--- config.mk ---
export PLATFORM = sky130hd
export DESIGN_NAME = pcs_tx_encoder
export DESIGN_NICKNAME = d
export VERILOG_FILES = /design/src/rtl/pcs_tx_pkg.sv /design/src/rtl/pcs_tx_ctrl.sv /design/src/rtl/pcs_tx_symsel.sv /design/src/rtl/pcs_tx_encoder.sv
export SDC_FILE = /design/constraint.sdc
export NUM_CORES = 1
export LEC_CHECK = 0
export BUFFER_PORTS_ARGS = -buffer_cell sky130_fd_sc_hd__buf_2
export CAP_MARGIN = 20
export CELL_PAD_IN_SITES_DETAIL_PLACEMENT = 0
export CELL_PAD_IN_SITES_GLOBAL_PLACEMENT = 2
export CORE_MARGIN = 2
export CORE_UTILIZATION = 29
export CTS_CLUSTER_DIAMETER = 30
export CTS_CLUSTER_SIZE = 14
export DETAILED_ROUTE_END_ITERATION = 8
export PLACE_DENSITY = 0.85
export SYNTH_ARGS = -nofsm -noshare
export SYNTH_HDL_FRONTEND = slang
export SYNTH_SLANG_ARGS = --single-unit
export TNS_END_PERCENT = 5
--- constraint.sdc ---
create_clock -name clk -period 1.48 [get_ports clk]
set_input_delay 0.222 -clock clk [delete_from_list [all_inputs] [get_ports clk]]
set_output_delay 0.222 -clock clk [all_outputs]
set_load 0.01 [all_outputs]
--- src/rtl/pcs_tx_pkg.sv ---
package pcs_tx_pkg;

  localparam int NIB_W  = 4;
  localparam int SYM_W  = 5;
  localparam int N_NIB  = 1 << NIB_W;
  localparam int N_SYM  = 1 << SYM_W;

  typedef logic [SYM_W-1:0] sym_t;
  typedef logic [NIB_W-1:0] nib_t;

  localparam sym_t SYM_J    = 5'b11000;
  localparam sym_t SYM_K    = 5'b10001;
  localparam sym_t SYM_T    = 5'b01101;
  localparam sym_t SYM_R    = 5'b00111;
  localparam sym_t SYM_IDLE = 5'b11111;
  localparam sym_t SYM_HALT = 5'b00100;

  typedef enum logic [1:0] {
    ST_IDLE = 2'd0,
    ST_SSD2 = 2'd1,
    ST_DATA = 2'd2,
    ST_ESD2 = 2'd3
  } tx_st_e;

  // 4B/5B data mapping
  function automatic sym_t enc_4b5b(input nib_t n);
    sym_t s;
    case (n)
      4'h0: s = 5'b11110;
      4'h1: s = 5'b01001;
      4'h2: s = 5'b10100;
      4'h3: s = 5'b10101;
      4'h4: s = 5'b01010;
      4'h5: s = 5'b01011;
      4'h6: s = 5'b01110;
      4'h7: s = 5'b01111;
      4'h8: s = 5'b10010;
      4'h9: s = 5'b10011;
      4'hA: s = 5'b10110;
      4'hB: s = 5'b10111;
      4'hC: s = 5'b11010;
      4'hD: s = 5'b11011;
      4'hE: s = 5'b11100;
      default: s = 5'b11101;
    endcase
    return s;
  endfunction

  // True for any code group with a defined meaning (data or control)
  function automatic logic is_legal(input sym_t s);
    logic hit;
    hit = (s == SYM_J) || (s == SYM_K) || (s == SYM_T) ||
          (s == SYM_R) || (s == SYM_IDLE) || (s == SYM_HALT);
    for (int i = 0; i < N_NIB; i++) begin
      if (enc_4b5b(nib_t'(i)) == s) hit = 1'b1;
    end
    return hit;
  endfunction

  // The sel-th undefined code group in ascending order; 0 past the end
  function automatic sym_t bad_sym(input nib_t sel);
    sym_t res;
    int   cnt;
    res = '0;
    cnt = 0;
    for (int v = 0; v < N_SYM; v++) begin
      if (!is_legal(sym_t'(v))) begin
        if (cnt == int'(sel)) res = sym_t'(v);
        cnt = cnt + 1;
      end
    end
    return res;
  endfunction

endpackage

--- src/rtl/pcs_tx_ctrl.sv ---
module pcs_tx_ctrl
  import pcs_tx_pkg::*;
(
  input  logic   clk,
  input  logic   rst_n,
  input  logic   tx_en,
  output tx_st_e cur_st
);

  tx_st_e nxt_st;

  always_comb begin
    nxt_st = cur_st;
    case (cur_st)
      ST_IDLE: if (tx_en) nxt_st = ST_SSD2;
      ST_SSD2: nxt_st = ST_DATA;
      ST_DATA: if (!tx_en) nxt_st = ST_ESD2;
      default: nxt_st = ST_IDLE;
    endcase
  end

  always_ff @(posedge clk or negedge rst_n) begin
    if (!rst_n) cur_st <= ST_IDLE;
    else        cur_st <= nxt_st;
  end

endmodule

--- src/rtl/pcs_tx_symsel.sv ---
module pcs_tx_symsel
  import pcs_tx_pkg::*;
(
  input  tx_st_e cur_st,
  input  logic   tx_en,
  input  logic   tx_er,
  input  logic   inv_test,
  input  nib_t   txd,
  output sym_t   nxt_sym
);

  sym_t data_sym;
  sym_t err_sym;

  always_comb begin
    data_sym = enc_4b5b(txd);
    err_sym  = inv_test ? bad_sym(txd) : SYM_HALT;
  end

  always_comb begin
    case (cur_st)
      ST_IDLE: nxt_sym = tx_en ? SYM_J : SYM_IDLE;
      ST_SSD2: nxt_sym = SYM_K;
      ST_DATA: begin
        if (!tx_en)     nxt_sym = SYM_T;
        else if (tx_er) nxt_sym = err_sym;
        else            nxt_sym = data_sym;
      end
      default: nxt_sym = SYM_R;
    endcase
  end

endmodule

--- src/rtl/pcs_tx_encoder.sv ---
module pcs_tx_encoder
  import pcs_tx_pkg::*;
(
  input  logic             clk,
  input  logic             rst_n,
  input  logic             tx_en,
  input  logic             tx_er,
  input  logic [NIB_W-1:0] txd,
  input  logic             inv_test,
  output logic [SYM_W-1:0] tx_code
);

  tx_st_e cur_st;
  sym_t   nxt_sym;

  pcs_tx_ctrl i_ctrl (
    .clk    (clk),
    .rst_n  (rst_n),
    .tx_en  (tx_en),
    .cur_st (cur_st)
  );

  pcs_tx_symsel i_symsel (
    .cur_st   (cur_st),
    .tx_en    (tx_en),
    .tx_er    (tx_er),
    .inv_test (inv_test),
    .txd      (txd),
    .nxt_sym  (nxt_sym)
  );

  always_ff @(posedge clk or negedge rst_n) begin
    if (!rst_n) tx_code <= SYM_IDLE;
    else        tx_code <= nxt_sym;
  end

endmodule

# Yosys cells after proc, flatten, opt, wreduce, memory -nomap -nowiden
# Memories as Yosys holds them, arrays and structs flattened.
# Cells that the tools add are included.
[classes]
reduce_logical = 2
mux = 17
eq_ne = 13
[op_table]
columns = ["cell", "n"]
rows = [
  ["5-bit two-way mux", 11],
  ["4-bit == test (first input constant)", 6],
  ["5-bit one-hot mux with 3 select lines", 1],
  ["3-bit by 4-bit == test with 1-bit output (first input constant)", 2],
  ["2-bit one-hot mux with 3 select lines", 1],
  ["2-bit by 4-bit == test with 1-bit output (first input constant)", 1],
  ["2-bit two-way mux", 2],
  ["2-bit inequality test (second input constant)", 2],
  ["3-bit two-way mux", 1],
  ["2-bit by 1-bit == test with 1-bit output (second input constant)", 1],
  ["2-bit == test (second input constant)", 1],
  ["2-bit zero test", 1],
  ["2-bit AND reduction", 1],
  ["1-bit two-way mux", 1],
]
[word_totals]
ff_bits = 7
romBits = 80
word_cells = 35
mem_count = 1
out_inout_bits = 5
inputBits = 9
[mem_list]
columns = ["name", "words", "word_bits", "read_ports", "rd_clocked_by_memory_dff", "write_ports", "line", "text"]
rows = [
  ["(no name shown)", 16, 5, 1, 0, 0, "pcs_tx_pkg.sv:28", "case (n)"],
]

# Logic depth before layout (Yosys ltp)
# Gate-level depths: netlist (run 1).
[depth]
ltp_word = 14
depth_mapped = 5
ltp_nobuf = 5

# By module
# A second synthesis (run 1) with hierarchy kept.
[unflattened]
cells_unflattened = 59
area_unflattened_um2 = 544.3
[modules_own_cells]
columns = ["module", "area_each_um2", "cells_each", "n_inst", "seq_area_each_um2"]
rows = [
  ["pcs_tx_symsel", 289.0, 43, 1, 0.0],
  ["pcs_tx_encoder", 131.4, 5, 1, 131.4],
  ["pcs_tx_ctrl", 123.9, 11, 1, 50.0],
]

# Least setup slack after synthesis (run 1)
# No wires, ideal clock.
[synth_path]
kind = "flip-flop to flip-flop"
from = "register i_ctrl.cur_st[0]"
to = "register tx_code[4]"
setup_time_ps = 96
slack_ps = 145
n_path_buf = 0
arrival_ps = 1239
period_less_slack_ps = 1335
required_ps = 1384
stages_incl_launch_ff = 6
cell_sequence = "dfrtp_1 > inv_1 > ha_1 > nand2_2 > or3_1 > o32ai_1"
[synth_via]
elab_chain_len = 2
word_cells_on_any_way = 4
classes_between = "eq/ne: 2; mux: 1; reduce/logical: 1"
[synth_lines]
columns = ["element", "line", "text"]
rows = [
  ["start, declared", "pcs_tx_ctrl.sv:7", "output tx_st_e cur_st"],
  ["start signal, assigned", "pcs_tx_ctrl.sv:24", "else cur_st <= nxt_st;"],
  ["2-bit == test, or another cell as far along", "pcs_tx_symsel.sv:21", "case (cur_st)"],
  ["5-bit one-hot mux with 3 select lines (*)", "pcs_tx_symsel.sv:21", ""],
  ["net i_symsel.nxt_sym[4]", "pcs_tx_symsel.sv:9", "output sym_t nxt_sym"],
  ["end signal, assigned", "pcs_tx_encoder.sv:34", "else tx_code <= nxt_sym;"],
  ["end, declared", "pcs_tx_encoder.sv:10", "output logic [SYM_W-1:0] tx_code"],
]
# The timed path passes the listed nets; every way through them passes the cells marked *.
# A chain may end at the register's enable or synchronous reset.

# Final worst setup path (run 1)
[layout_path]
from = "register i_ctrl.cur_st[1]"
to = "register tx_code[0]"
# Same word-level chain as after synthesis.

==> results of run 1 <==
through the flow:
| stage | cell area (um2) | utilization [%] |
|---|---|---|
| finish | 717 | 37.7 |
| global route | 717 | 37.7 |
| CTS | 686 | 36.1 |
| detailed placement | 649 | 34.1 |
| global placement | 649 | 34.1 |
| floorplan | 569 | - |
sequential cells by signal (all words and copies together), names as in the netlist:
register	flops
i_ctrl.cur_st	2
tx_code	5
per-layer routing:
metal	GRT usage, %	up-vias
met5	0	-
met2	20.4	13
met4	4.29	0
li1	-	266
met1	14.5	247
met3	4.63	4
cells in the mapped netlist:
library cell and n:
a211oi_1 1, mux2i_1 1, buf_6 1, a31o_2 1
ha_1 4, o21bai_1 1, a21oi_1 6, nor3_1 2
nand3b_1 2, nor2_1 6, a21o_1 1, or2b_1 1
nand2_1 2, nand3_1 2, nor2b_1 2, o32ai_1 1
and2b_1 1, dfstp_2 5, buf_2 3, nand2_2 1
o311a_1 1, nor4b_1 1, a2111o_1 1, inv_1 4
nand2b_1 5, dfrtp_1 2, o221ai_1 1, nand4bb_1 1
or3_1 2, o311ai_1 1, o31ai_1 2
worst min-delay path by stage:
stage	slack, ps	endpoint	startpoint
finish	240	tx_code[1]$_DFF_PN1_	tx_er
global route	270	tx_code[1]$_DFF_PN1_	tx_er
CTS	240	tx_code[1]$_DFF_PN1_	tx_er
detailed placement	60	i_ctrl.cur_st[0]$_DFFE_PN0P_	rst_n
global placement	60	i_ctrl.cur_st[0]$_DFFE_PN0P_	rst_n
floorplan	-70	i_ctrl.cur_st[0]$_DFFE_PN0P_	rst_n
timing repair:
item                                    in CTS  in global routing
setup buffers                                0                  0
hold endpoints to repair                     3                  0
endpoints found under the setup margin       0                  3
hold buffers                                 1                  0
gates resized for setup                      0                  6
where the power goes:
part           internal [mW]  total, mW  switching (mW)
logic                  0.285      0.628           0.343
clock network          0.103      0.180          0.0766
registers              0.339      0.386          0.0473
cell families (layout without fill, tap and decap cells):
family                   Yosys count  in the layout
AO/OA/AOI/OAI                     17             17
adder cells (fa/ha/maj)            4              4
multiplexers                       1              1
AND/OR/NAND/NOR                   28             28
flip-flops                         7              7
buffers and inverters              8             23
layout make-up:
cell class                      count  area, um2
Clock buffer                        4       26.3
Sequential cell                     7        181
Inverter                            4       15.0
Fill cell                         196       1180
Timing Repair Buffer               15       82.6
Tap cell                           27       33.8
Multi-Input combinational cell     50        378
==> summary.md, run 1 <==
| Metric | Value |
|---|---|
| Initial drt markers | 8 |
| Root buffer cell | clkbuf_4 |
| Critical Path Sink | tx_code[0]$_DFF_PN1_ |
| Max-slew violations | 0 |
| Synth Area per Inst | 8.76 um2 |
| Internal reg-to-reg setup slack | 100 ps |
| Clk_lat worst skew | 260 ps |
| Antenna cells | 0 |
| Reg-to-reg startpoint | i_ctrl.cur_st[1]$_DFFE_PN0P_ |
| GRT Util Overall | 12.3% |
| Critical Path End Type | flip-flop |
| Worst-path maximum fanout | 5 |
| Detail Route Antenna Nets | 0 |
| Worst path depth | 5 |
| Uppermost layer routed | met4 |
| Slowest cell delay on critical path | 410 ps |
| CP Data Arrival Time | 1550 ps |
| Core Region | 1900 um2 |
| Peak VDD IR | 0.497 mV |
| Family with the most delay on the worst path | flip-flops |
| Worst Path Buf+Inv | 1 |
| Area Growth Syn to Fin | 25.9% |
| Synth area leaders | dfstp_2, dfrtp_1, ha_1 |
| Dpl hpwl | 970 um |
| Worst relative slew slack | 80.0% |
| Initial antenna violation count | 0 |
| R2r endpoint | tx_code[0]$_DFF_PN1_ |
| Synth area leader | dfstp_2 |
| CP Launch Type | flip-flop |
| Met1 WL | 572 um |
| Wire length on met3 | 57 um |
| Cell row count | 16 |
| Die width | 48.3 um |
| Flops & latches, synth | 7 |
| Largest net degree at the start of global routing | 13 |
| Die Ht | 48.3 um |
| Hold Violations, Final | 0 |
| Worst Skew | 5.90 ps |
| Commonest non-fill, non-tap cells in the layout | buf_2, a21oi_1, nor2_1, nand2b_1, dfstp_2 |
| Top-area cell type share of the netlist area | 23.1% |
| Post-synthesis cell count | 65 |
| Routed WL per cell | 12.3 um |
| WP data required | 1650 ps |
| Vias in the first global route | 492 |
| H-tree levels | 1 |
| Worst Hold Path Cells | 2 |
| Post-Synthesis Cell Area | 569 um2 |
| RSZ-0062 raised after global routing | false |
| Cells along the critical path | inv_1 -> ha_1 -> and2b_1 -> nor3_1 -> o221ai_2 |
| Clk sink count | 7 |
| GPL Wtd Cong | 0.753 |
| Routed vias | 530 |
| Initial core utilization | 29.9% |
| Final period util | 93.6% |
| Post-synthesis mux area share | 1.76% |
| Setup ws final | 95.3 ps |
| Placed cell count | 102 |
| Register area share after synthesis | 31.9% |
| Setup TNS | 0 ps |
| Remaining Overflow, GRT | 0 |
| DIE AREA | 2330 um2 |
| Clock-pin slew on the worst setup and hold paths | 60 ps |
| Number of remaining DRC errors | 0 |
| Drt total wl | 1310 um |
| Pwr/cell area | 1670 nW/um2 |
| Hold Slack | 243 ps |
| FMAX | 722 MHz |
| Clock buffer depth | 2 |
| Non-filler cells, final | 107 |
| Post-Synth Simple-Gate Area | 28.6% |
| MaxCap Viol Count | 0 |
| Hold Crit Class | in -> reg |
| TritonCTS clock tree | built |
| WL met2 | 663 um |
| Crit path kind | reg -> reg |
| Synth Area in Compound Gates | 21.8% |
| Status | completed |
| Largest family of logic cells by synthesized area | simple AND/OR/NAND/NOR gates |
| # nets final | 94 |
| Most common library cell in the layout ignoring fill and taps | buf_2 |
| Critical path origin | i_ctrl.cur_st[1]$_DFFE_PN0P_ |
| Drt pass-1 iters | 4 |
| First-pass GRT wire length | 2170 um |
| Tmin final | 1380 ps |
| Final setup viols | 0 |
| Xor and xnor area share after synthesis | 0% |
| Synth cell types | 31 |
| Buffers on Ports | 13 |
| Avg Vias per Cell | 4.95 |
| Power consumption | 1.19 mW |
| R2R cell count | 5 |
| Place WS | 49.0 ps |
| Synth Warn # | 0 |
| Layout cells sized above 1 | 35.0% |
| CP max-delay cell | dfrtp_1 |
| LEAKAGE | 0.301 nW |
| Adder-Cell Fraction of Synth Area | 8.79% |
| Mapped Nets | 78 |
| Top-Level Pins | 14 |
| Num CTS Buffers | 3 |
| Least-Margin Pin Slew | 295 ps |
Note: power is estimated with default switching activity, not from simulation.
==> run 2: changes to the inputs <==
--- a/config.mk
+++ b/config.mk
@@ -11,8 +11,8 @@
 export CELL_PAD_IN_SITES_GLOBAL_PLACEMENT = 2
 export CORE_MARGIN = 2
 export CORE_UTILIZATION = 29
+export CTS_BUF_LIST = sky130_fd_sc_hd__clkbuf_16
 export CTS_CLUSTER_DIAMETER = 30
-export CTS_CLUSTER_SIZE = 14
 export DETAILED_ROUTE_END_ITERATION = 8
 export PLACE_DENSITY = 0.85
 export SYNTH_ARGS = -nofsm -noshare
==> run 2 against run 1 <==
Net effect:
- global-route usage fell by 0.066 points
- cell count rose by 3.7%
- critical path type unchanged
- sequential share of layout area fell by 2.8 points
- first-iteration DRC count fell by 13%
- clock power rose by 150%
- die area did not move
==> summary.md, run 2 (synthesis results as in run 1) <==
| Metric | Value |
|---|---|
| P_sw | 506 uW (was 467 uW) |
| Family with the most delay on the worst path | flip-flops (unchanged) |
| GPL Wtd Cong | 0.753 (unchanged) |
| CP Launch Type | flip-flop (unchanged) |
| Vias in the first global route | 486 (was 492) |
| Worst Skew | 1.59 ps (was 5.90 ps) |
| Worst Path Buf+Inv | 1 (unchanged) |
| Clk sink count | 7 (unchanged) |
| Hold Violations, Final | 0 (unchanged) |
| WP data required | 1620 ps (was 1650 ps) |
| Drt total wl | 1330 um (was 1310 um) |
| Cell Int Power | 1.04 mW (was 727 uW) |
| Peak VDD IR | 0.732 mV (was 0.497 mV) |
| Top-Level Pins | 14 (unchanged) |
| Clk_lat worst skew | 230 ps (was 260 ps) |
| Sw frac | 32.8% (was 39.1%) |
| Crit path kind | reg -> reg (unchanged) |
| Layout cells sized above 1 | 39.3% (was 35.0%) |
| Routed vias | 531 (was 530) |
| TritonCTS clock tree | built (unchanged) |
| Setup ws final | 37.1 ps (was 95.3 ps) |
| Least-Margin Pin Slew | 343 ps (was 295 ps) |
| Top flop regs | tx_code: 5 flops, i_ctrl.cur_st: 2 flops (unchanged) |
| Status | completed (unchanged) |
| Core Region | 1900 um2 (unchanged) |
| Initial antenna violation count | 0 (unchanged) |
| Initial drt markers | 7 (was 8) |
| LEAKAGE | 0.349 nW (was 0.301 nW) |
| Final setup viols | 0 (unchanged) |
| Critical Path Sink | tx_code[4]$_DFF_PN1_ (was tx_code[0]$_DFF_PN1_) |
| MaxCap Viol Count | 0 (unchanged) |
| Placed cell count | 102 (unchanged) |
| Drt pass-1 iters | 2 (was 4) |
| # nets final | 98 (was 94) |
| Area Growth Syn to Fin | 41.3% (was 25.9%) |
| Commonest non-fill, non-tap cells in the layout | buf_2, a21oi_1, nor2_1 (was buf_2, a21oi_1, nor2_1, nand2b_1, dfstp_2) |
| R2R cell count | 4 (was 5) |
| Reg-to-reg startpoint | i_ctrl.cur_st[0]$_DFFE_PN0P_ (was i_ctrl.cur_st[1]$_DFFE_PN0P_) |
| CP Data Arrival Time | 1580 ps (was 1550 ps) |
| Number of remaining DRC errors | 0 (unchanged) |
| Worst-path maximum fanout | 3 (was 5) |
| GRT Util Overall | 12.2% (was 12.3%) |
| Pwr/cell area | 1920 nW/um2 (was 1670 nW/um2) |
| H-tree levels | 1 (unchanged) |
| Die Ht | 48.3 um (unchanged) |
| Largest net degree at the start of global routing | 13 (unchanged) |
| Critical Path End Type | flip-flop (unchanged) |
| Hold Crit Class | in -> reg (unchanged) |
| Internal reg-to-reg setup slack | 40 ps (was 100 ps) |
| Final period util | 97.5% (was 93.6%) |
| Clock buffer depth | 2 (unchanged) |
| DIE AREA | 2330 um2 (unchanged) |
| Antenna cells | 0 (unchanged) |
| Clk pwr share | 28.8% (was 15.1%) |
| Slowest cell delay on critical path | 400 ps (was 410 ps) |
| R2r endpoint | tx_code[4]$_DFF_PN1_ (was tx_code[0]$_DFF_PN1_) |
| Sequential fraction of design power | 25.0% (was 32.3%) |
| Detail Route Antenna Nets | 0 (unchanged) |
| Most common library cell in the layout ignoring fill and taps | buf_2 (unchanged) |
| FMAX | 693 MHz (was 722 MHz) |
| CP max-delay cell | dfrtp_1 (unchanged) |
| Routed WL per cell | 12.0 um (was 12.3 um) |
| Die width | 48.3 um (unchanged) |
| Critical path origin | i_ctrl.cur_st[0]$_DFFE_PN0P_ (was i_ctrl.cur_st[1]$_DFFE_PN0P_) |
| Clock-pin slew on the worst setup and hold paths | 40 ps (was 60 ps) |
| Tmin final | 1440 ps (was 1380 ps) |
| Remaining Overflow, GRT | 0 (unchanged) |
| Root buffer cell | clkbuf_16 (was clkbuf_4) |
| Max-slew violations | 0 (unchanged) |
| Dpl hpwl | 970 um (unchanged) |
| Combinational power share | 46.2% (was 52.6%) |
| Max reg flops | 5 (unchanged) |
| Place WS | 49.0 ps (unchanged) |
| Avg Vias per Cell | 4.78 (was 4.95) |
| Worst relative slew slack | 76.8% (was 80.0%) |
| Cell row count | 16 (unchanged) |
| Non-filler cells, final | 111 (was 107) |
| Cells along the critical path | buf_4 -> ha_1 -> or3_4 -> o32ai_2 (was inv_1 -> ha_1 -> and2b_1 -> nor3_1 -> o221ai_2) |
| Worst path depth | 4 (was 5) |
| Num CTS Buffers | 3 (unchanged) |
| Initial core utilization | 29.9% (unchanged) |
| Largest register by flop count | tx_code (unchanged) |
| First-pass GRT wire length | 2220 um (was 2170 um) |
| Buffers on Ports | 13 (unchanged) |
## run 2: repair_timing
item | 4_1_cts | 5_1_grt
buffers inserted | 0 | 4
resized for setup | 0 | 7
hold endpoints to repair | 2 | 0
hold buffers | 1 | 0
endpoints found under the setup margin | 0 | 3
## run 2: how the worst min path moves through the flow
stage           from                            to  cells past startpoint
6_report       tx_er          tx_code[1]$_DFF_PN1_                      2
3_5_place_dp   rst_n  i_ctrl.cur_st[0]$_DFFE_PN0P_                      1
2_1_floorplan  rst_n  i_ctrl.cur_st[0]$_DFFE_PN0P_                      0
4_1_cts        tx_er          tx_code[1]$_DFF_PN1_                      2
3_3_place_gp   rst_n  i_ctrl.cur_st[0]$_DFFE_PN0P_                      1
5_1_grt        tx_er          tx_code[1]$_DFF_PN1_                      2
## run 2: power by group through the flow
stage | logic [mW] | clock network, mW | registers, mW
finish | 0.714 | 0.445 | 0.385
global route | 0.795 | 0.469 | 0.397
CTS | 0.565 | 0.453 | 0.382
global placement | 0.560 | 0 | 0.378
detailed placement | 0.557 | 0 | 0.382
floorplan | 0.343 | 0 | 0.419
## run 2: final cells by class
class                   instances  area [um2]
repair buffers                 19         113
clock inverters                 1        3.75
well taps                      27        33.8
flip-flops and latches          7         181
inverters                       4        15.0
fillers                       185        1100
clock buffers                   3        75.1
multi-input cells              50         383
## run 2: routing by layer
| layer | track usage (%) | routed length [um] | vias to the layer above | share of wire [%] |
|---|---|---|---|---|
| li1 | - | - | 273 | - |
| met1 | 15.1 | 612 | 249 | 46 |
| met2 | 20.8 | 668 | 9 | 50 |
| met3 | 4.63 | 46 | 0 | 3.5 |
| met4 | 1.43 | 0 | 0 | 0 |
| met5 | 0 | 0 | - | 0 |
## run 2: metrics by stage
step	TNS [ps]	hold slack, ps	utilization (%)	cell area (um2)	total power, mW
floorplan	0	-73.6	-	569	0.762
global placement	0	59.7	34.1	649	0.938
detailed placement	0	63.2	34.1	649	0.940
CTS	0	292	38.8	738	1.40
global route	-25.3	314	42.3	805	1.66
finish	0	296	42.3	805	1.54
==> run 3: changes to the inputs <==
--- a/config.mk
+++ b/config.mk
@@ -5,16 +5,17 @@
 export SDC_FILE = /design/constraint.sdc
 export NUM_CORES = 1
 export LEC_CHECK = 0
+export ABC_AREA = 1
 export BUFFER_PORTS_ARGS = -buffer_cell sky130_fd_sc_hd__buf_2
 export CAP_MARGIN = 20
 export CELL_PAD_IN_SITES_DETAIL_PLACEMENT = 0
 export CELL_PAD_IN_SITES_GLOBAL_PLACEMENT = 2
 export CORE_MARGIN = 2
-export CORE_UTILIZATION = 29
+export CORE_UTILIZATION = 25
 export CTS_BUF_LIST = sky130_fd_sc_hd__clkbuf_16
 export CTS_CLUSTER_DIAMETER = 30
 export DETAILED_ROUTE_END_ITERATION = 8
-export PLACE_DENSITY = 0.85
+export PLACE_DENSITY = 0.84
 export SYNTH_ARGS = -nofsm -noshare
 export SYNTH_HDL_FRONTEND = slang
 export SYNTH_SLANG_ARGS = --single-unit
==> run 3 against run 2 <==
Net effect:
- area after synthesis decreased by 7.7%
- first-iteration DRC count rose to 2.6 times the previous value
- via count grew 2.4%
- cell area down 11%
- largest cell class unchanged
- fmax up 13%
- register-to-register slack improved by 170 ps
- clock-buffer cell count unchanged
- sequential power is 3% lower
- sequential share of layout area grew 2.9 points
- clock power about the same
- highest routed layer unchanged
==> summary.md, run 3 <==
| Metric | Value |
|---|---|
| Largest net degree at the start of global routing | 9 (was 13) |
| Synth cell types | 15 (was 31) |
| Crit path kind | reg -> reg (unchanged) |
| Cell row count | 16 (unchanged) |
| TritonCTS clock tree | built (unchanged) |
| Wire length on met3 | 59 um (was 46 um) |
| Remaining Overflow, GRT | 0 (unchanged) |
| Final setup viols | 0 (unchanged) |
| Mapped Nets | 92 (was 78) |
| Worst relative slew slack | 84.9% (was 76.8%) |
| Post-synth ARST share | 100% (unchanged) |
| Max reg flops | 5 (unchanged) |
| Post-synth EDFFs | 0 (unchanged) |
| Die width | 49.8 um (was 48.3 um) |
| Most numerous cell in the Yosys netlist | nand2_1 |
| Worst Skew | 2.89 ps (was 1.59 ps) |
| Max-slew violations | 0 (unchanged) |
| Most common library cell in the layout ignoring fill and taps | nand2_1 (was buf_2) |
| CP Launch Type | flip-flop (unchanged) |
| Clk sink count | 7 (unchanged) |
| H-tree levels | 1 (unchanged) |
| Core Region | 1980 um2 (was 1900 um2) |
| WP data required | 1640 ps (was 1620 ps) |
| Synth area leader | dfstp_2 (unchanged) |
| Root buffer cell | clkbuf_16 (unchanged) |
| Vias in the first global route | 511 (was 486) |
| DP Area | 624 um2 (was 649 um2) |
| Drt pass-1 iters | 4 (was 2) |
| Met1 WL | 471 um (was 612 um) |
| PostCTS Resize Cnt | 0 (unchanged) |
| Least-Margin Pin Slew | 225 ps (was 343 ps) |
| Area Growth Syn to Fin | 35.7% (was 41.3%) |
| Initial core utilization | 26.5% (was 29.9%) |
| Layout cells sized above 1 | 29.9% (was 39.3%) |
| Hold Violations, Final | 0 (unchanged) |
| Top FF cell, synth | dfstp_2 (unchanged) |
| Post-synth top cells | nand2_1, nor2_1, inv_1, nand3_1, o21ai_1 (was a21oi_1, nor2_1, dfstp_2, nand2b_1) |
| Final period util | 86.2% (was 97.5%) |
| Clk_lat worst skew | 230 ps (about the same) |
| Routed WL per cell | 9.27 um (was 12.0 um) |
| Initial drt markers | 18 (was 7) |
| Synth Warn # | 0 (unchanged) |
| Commonest non-fill, non-tap cells in the layout | nand2_1, buf_2, nor2_1, inv_1, nand3_1 (was buf_2, a21oi_1, nor2_1) |
| Detail Route Antenna Nets | 0 (unchanged) |
| Worst-path maximum fanout | 4 (was 3) |
| Synth Area per Inst | 6.65 um2 (was 8.76 um2) |
| Tmin final | 1280 ps (was 1440 ps) |
| Antenna cells | 0 (unchanged) |
| Clock buffer depth | 2 (unchanged) |
| GPL Wtd Cong | 0.796 (was 0.753) |
| FMAX | 784 MHz (was 693 MHz) |
| Peak VDD IR | 1.40 mV (was 0.732 mV) |
| Pwr/cell area | 1890 nW/um2 (was 1920 nW/um2) |
| Synth area leaders | dfstp_2, nand2_1, dfrtp_1 (was dfstp_2, dfrtp_1, ha_1) |
| Hold Slack | 341 ps (was 296 ps) |
| Post-Synthesis Cell Area | 526 um2 (was 569 um2) |
| Fin area | 713 um2 (was 805 um2) |
| Buffers on Ports | 13 (unchanged) |
| Dpl hpwl | 947 um (was 970 um) |
| Num CTS Buffers | 3 (unchanged) |
| # nets final | 111 (was 98) |
| WL met2 | 619 um (was 668 um) |
| LEAKAGE | 0.376 nW (was 0.349 nW) |
| Avg Vias per Cell | 4.39 (was 4.78) |
| Initial antenna violation count | 0 (unchanged) |
| Status | completed (unchanged) |
| Largest register by flop count | tx_code (unchanged) |
| Number of remaining DRC errors | 0 (unchanged) |
| Register area share after synthesis | 34.5% (was 31.9%) |
| RSZ-0062 raised after global routing | false |
| MaxCap Viol Count | 0 (unchanged) |
| DIE AREA | 2480 um2 (was 2330 um2) |
| GRT Util Overall | 10.8% (was 12.2%) |
| Top flop regs | tx_code: 5 flops, i_ctrl.cur_st: 2 flops (unchanged) |
| Drt total wl | 1150 um (was 1330 um) |
| CP Data Arrival Time | 1440 ps (was 1580 ps) |
| Top-area cell type share of the netlist area | 25.0% (was 23.1%) |
| First-pass GRT wire length | 2010 um (was 2220 um) |
| Flops & latches, synth | 7 (unchanged) |
| Clock-pin slew on the worst setup and hold paths | 40 ps (about the same) |
| Critical Path End Type | flip-flop (unchanged) |
| Post-synthesis cell count | 79 (was 65) |
| Routed vias | 544 (was 531) |
| Fillers | 218 (was 185) |
| Hold Crit Class | in -> reg (unchanged) |
| Setup TNS | 0 ps (unchanged) |
| Uppermost layer routed | met3 (unchanged) |
| Die Ht | 49.8 um (was 48.3 um) |
| Top-Level Pins | 14 (unchanged) |
-- run 3: path summary, 6_finish.rpt --
kind,slack (ps),to,cells past startpoint,startpoint
worst max-delay path,200,tx_code[3]$_DFF_PN1_,5,i_ctrl.cur_st[0]$_DFFE_PN0P_
worst min-delay path,340,tx_code[0]$_DFF_PN1_,4,tx_en
worst max register to register,200,tx_code[3]$_DFF_PN1_,5,i_ctrl.cur_st[0]$_DFFE_PN0P_
worst min register to register,600,i_ctrl.cur_st[1]$_DFFE_PN0P_,2,i_ctrl.cur_st[1]$_DFFE_PN0P_
max in group asynchronous,880,tx_code[3]$_DFF_PN1_,2,rst_n
min in group asynchronous,370,i_ctrl.cur_st[1]$_DFFE_PN0P_,2,rst_n
-- run 3: worst max-delay path, stage by stage, from the launching register on --
cell     delay (ps)
dfrtp_1         400
inv_1           110
ha_1            230
nor2_1           80
or2_2           280
a21oi_2         110
-- run 3: cells by family after synthesis --
family / Yosys count / synth area share [%]
and+or+nand+nor: 43 / 34.0
AOI/OAI and AO/OA: 14 / 14.0
buffers and inverters: 11 / 7.86
DFF: 7 / 34.5
adders and majority gates: 4 / 9.52
-- run 3: power breakdown --
group	leakage, nW	internal, mW	switching (mW)
Sequential	0.0758	0.336	0.0375
Clock	0.0423	0.351	0.0969
Combinational	0.258	0.213	0.314
Total	0.376	0.900	0.449
-- run 3: final cells by class --
| class | instances | area (um2) | share of cell area, % |
|---|---|---|---|
| clock buffers | 3 | 75.1 | 10.5 |
| clock inverters | 1 | 3.75 | 0.526 |
| inverters | 11 | 41.3 | 5.79 |
| multi-input cells | 61 | 303 | 42.5 |
| flip-flops and latches | 7 | 181 | 25.4 |
| well taps | 27 | 33.8 | 4.74 |
| repair buffers | 14 | 75.1 | 10.5 |
-- run 3: through the flow --
| stage | worst slack, ps | utilization (%) | power (mW) | cells |
|---|---|---|---|---|
| floorplan | 330 | - | 0.741 | 79 |
| global placement | 212 | 31.5 | 0.896 | 119 |
| detailed placement | 214 | 31.5 | 0.906 | 119 |
| CTS | 202 | 36.0 | 1.37 | 124 |
| global route | 47.7 | 36.0 | 1.47 | 124 |
| finish | 205 | 36.0 | 1.35 | 124 |
-- run 3: routing by layer --
layer / vias to the layer above / global-route usage [%]
met5: - / 0
met4: 0 / 2.31
met3: 0 / 5.76
met2: 12 / 19.1
met1: 245 / 11.2
li1: 287 / -
-- run 3: timing repair --
action / 4_1_cts / 5_1_grt
hold buffers: 1 / 0
hold endpoints to repair: 2 / 0
buffers inserted: 0 / 0
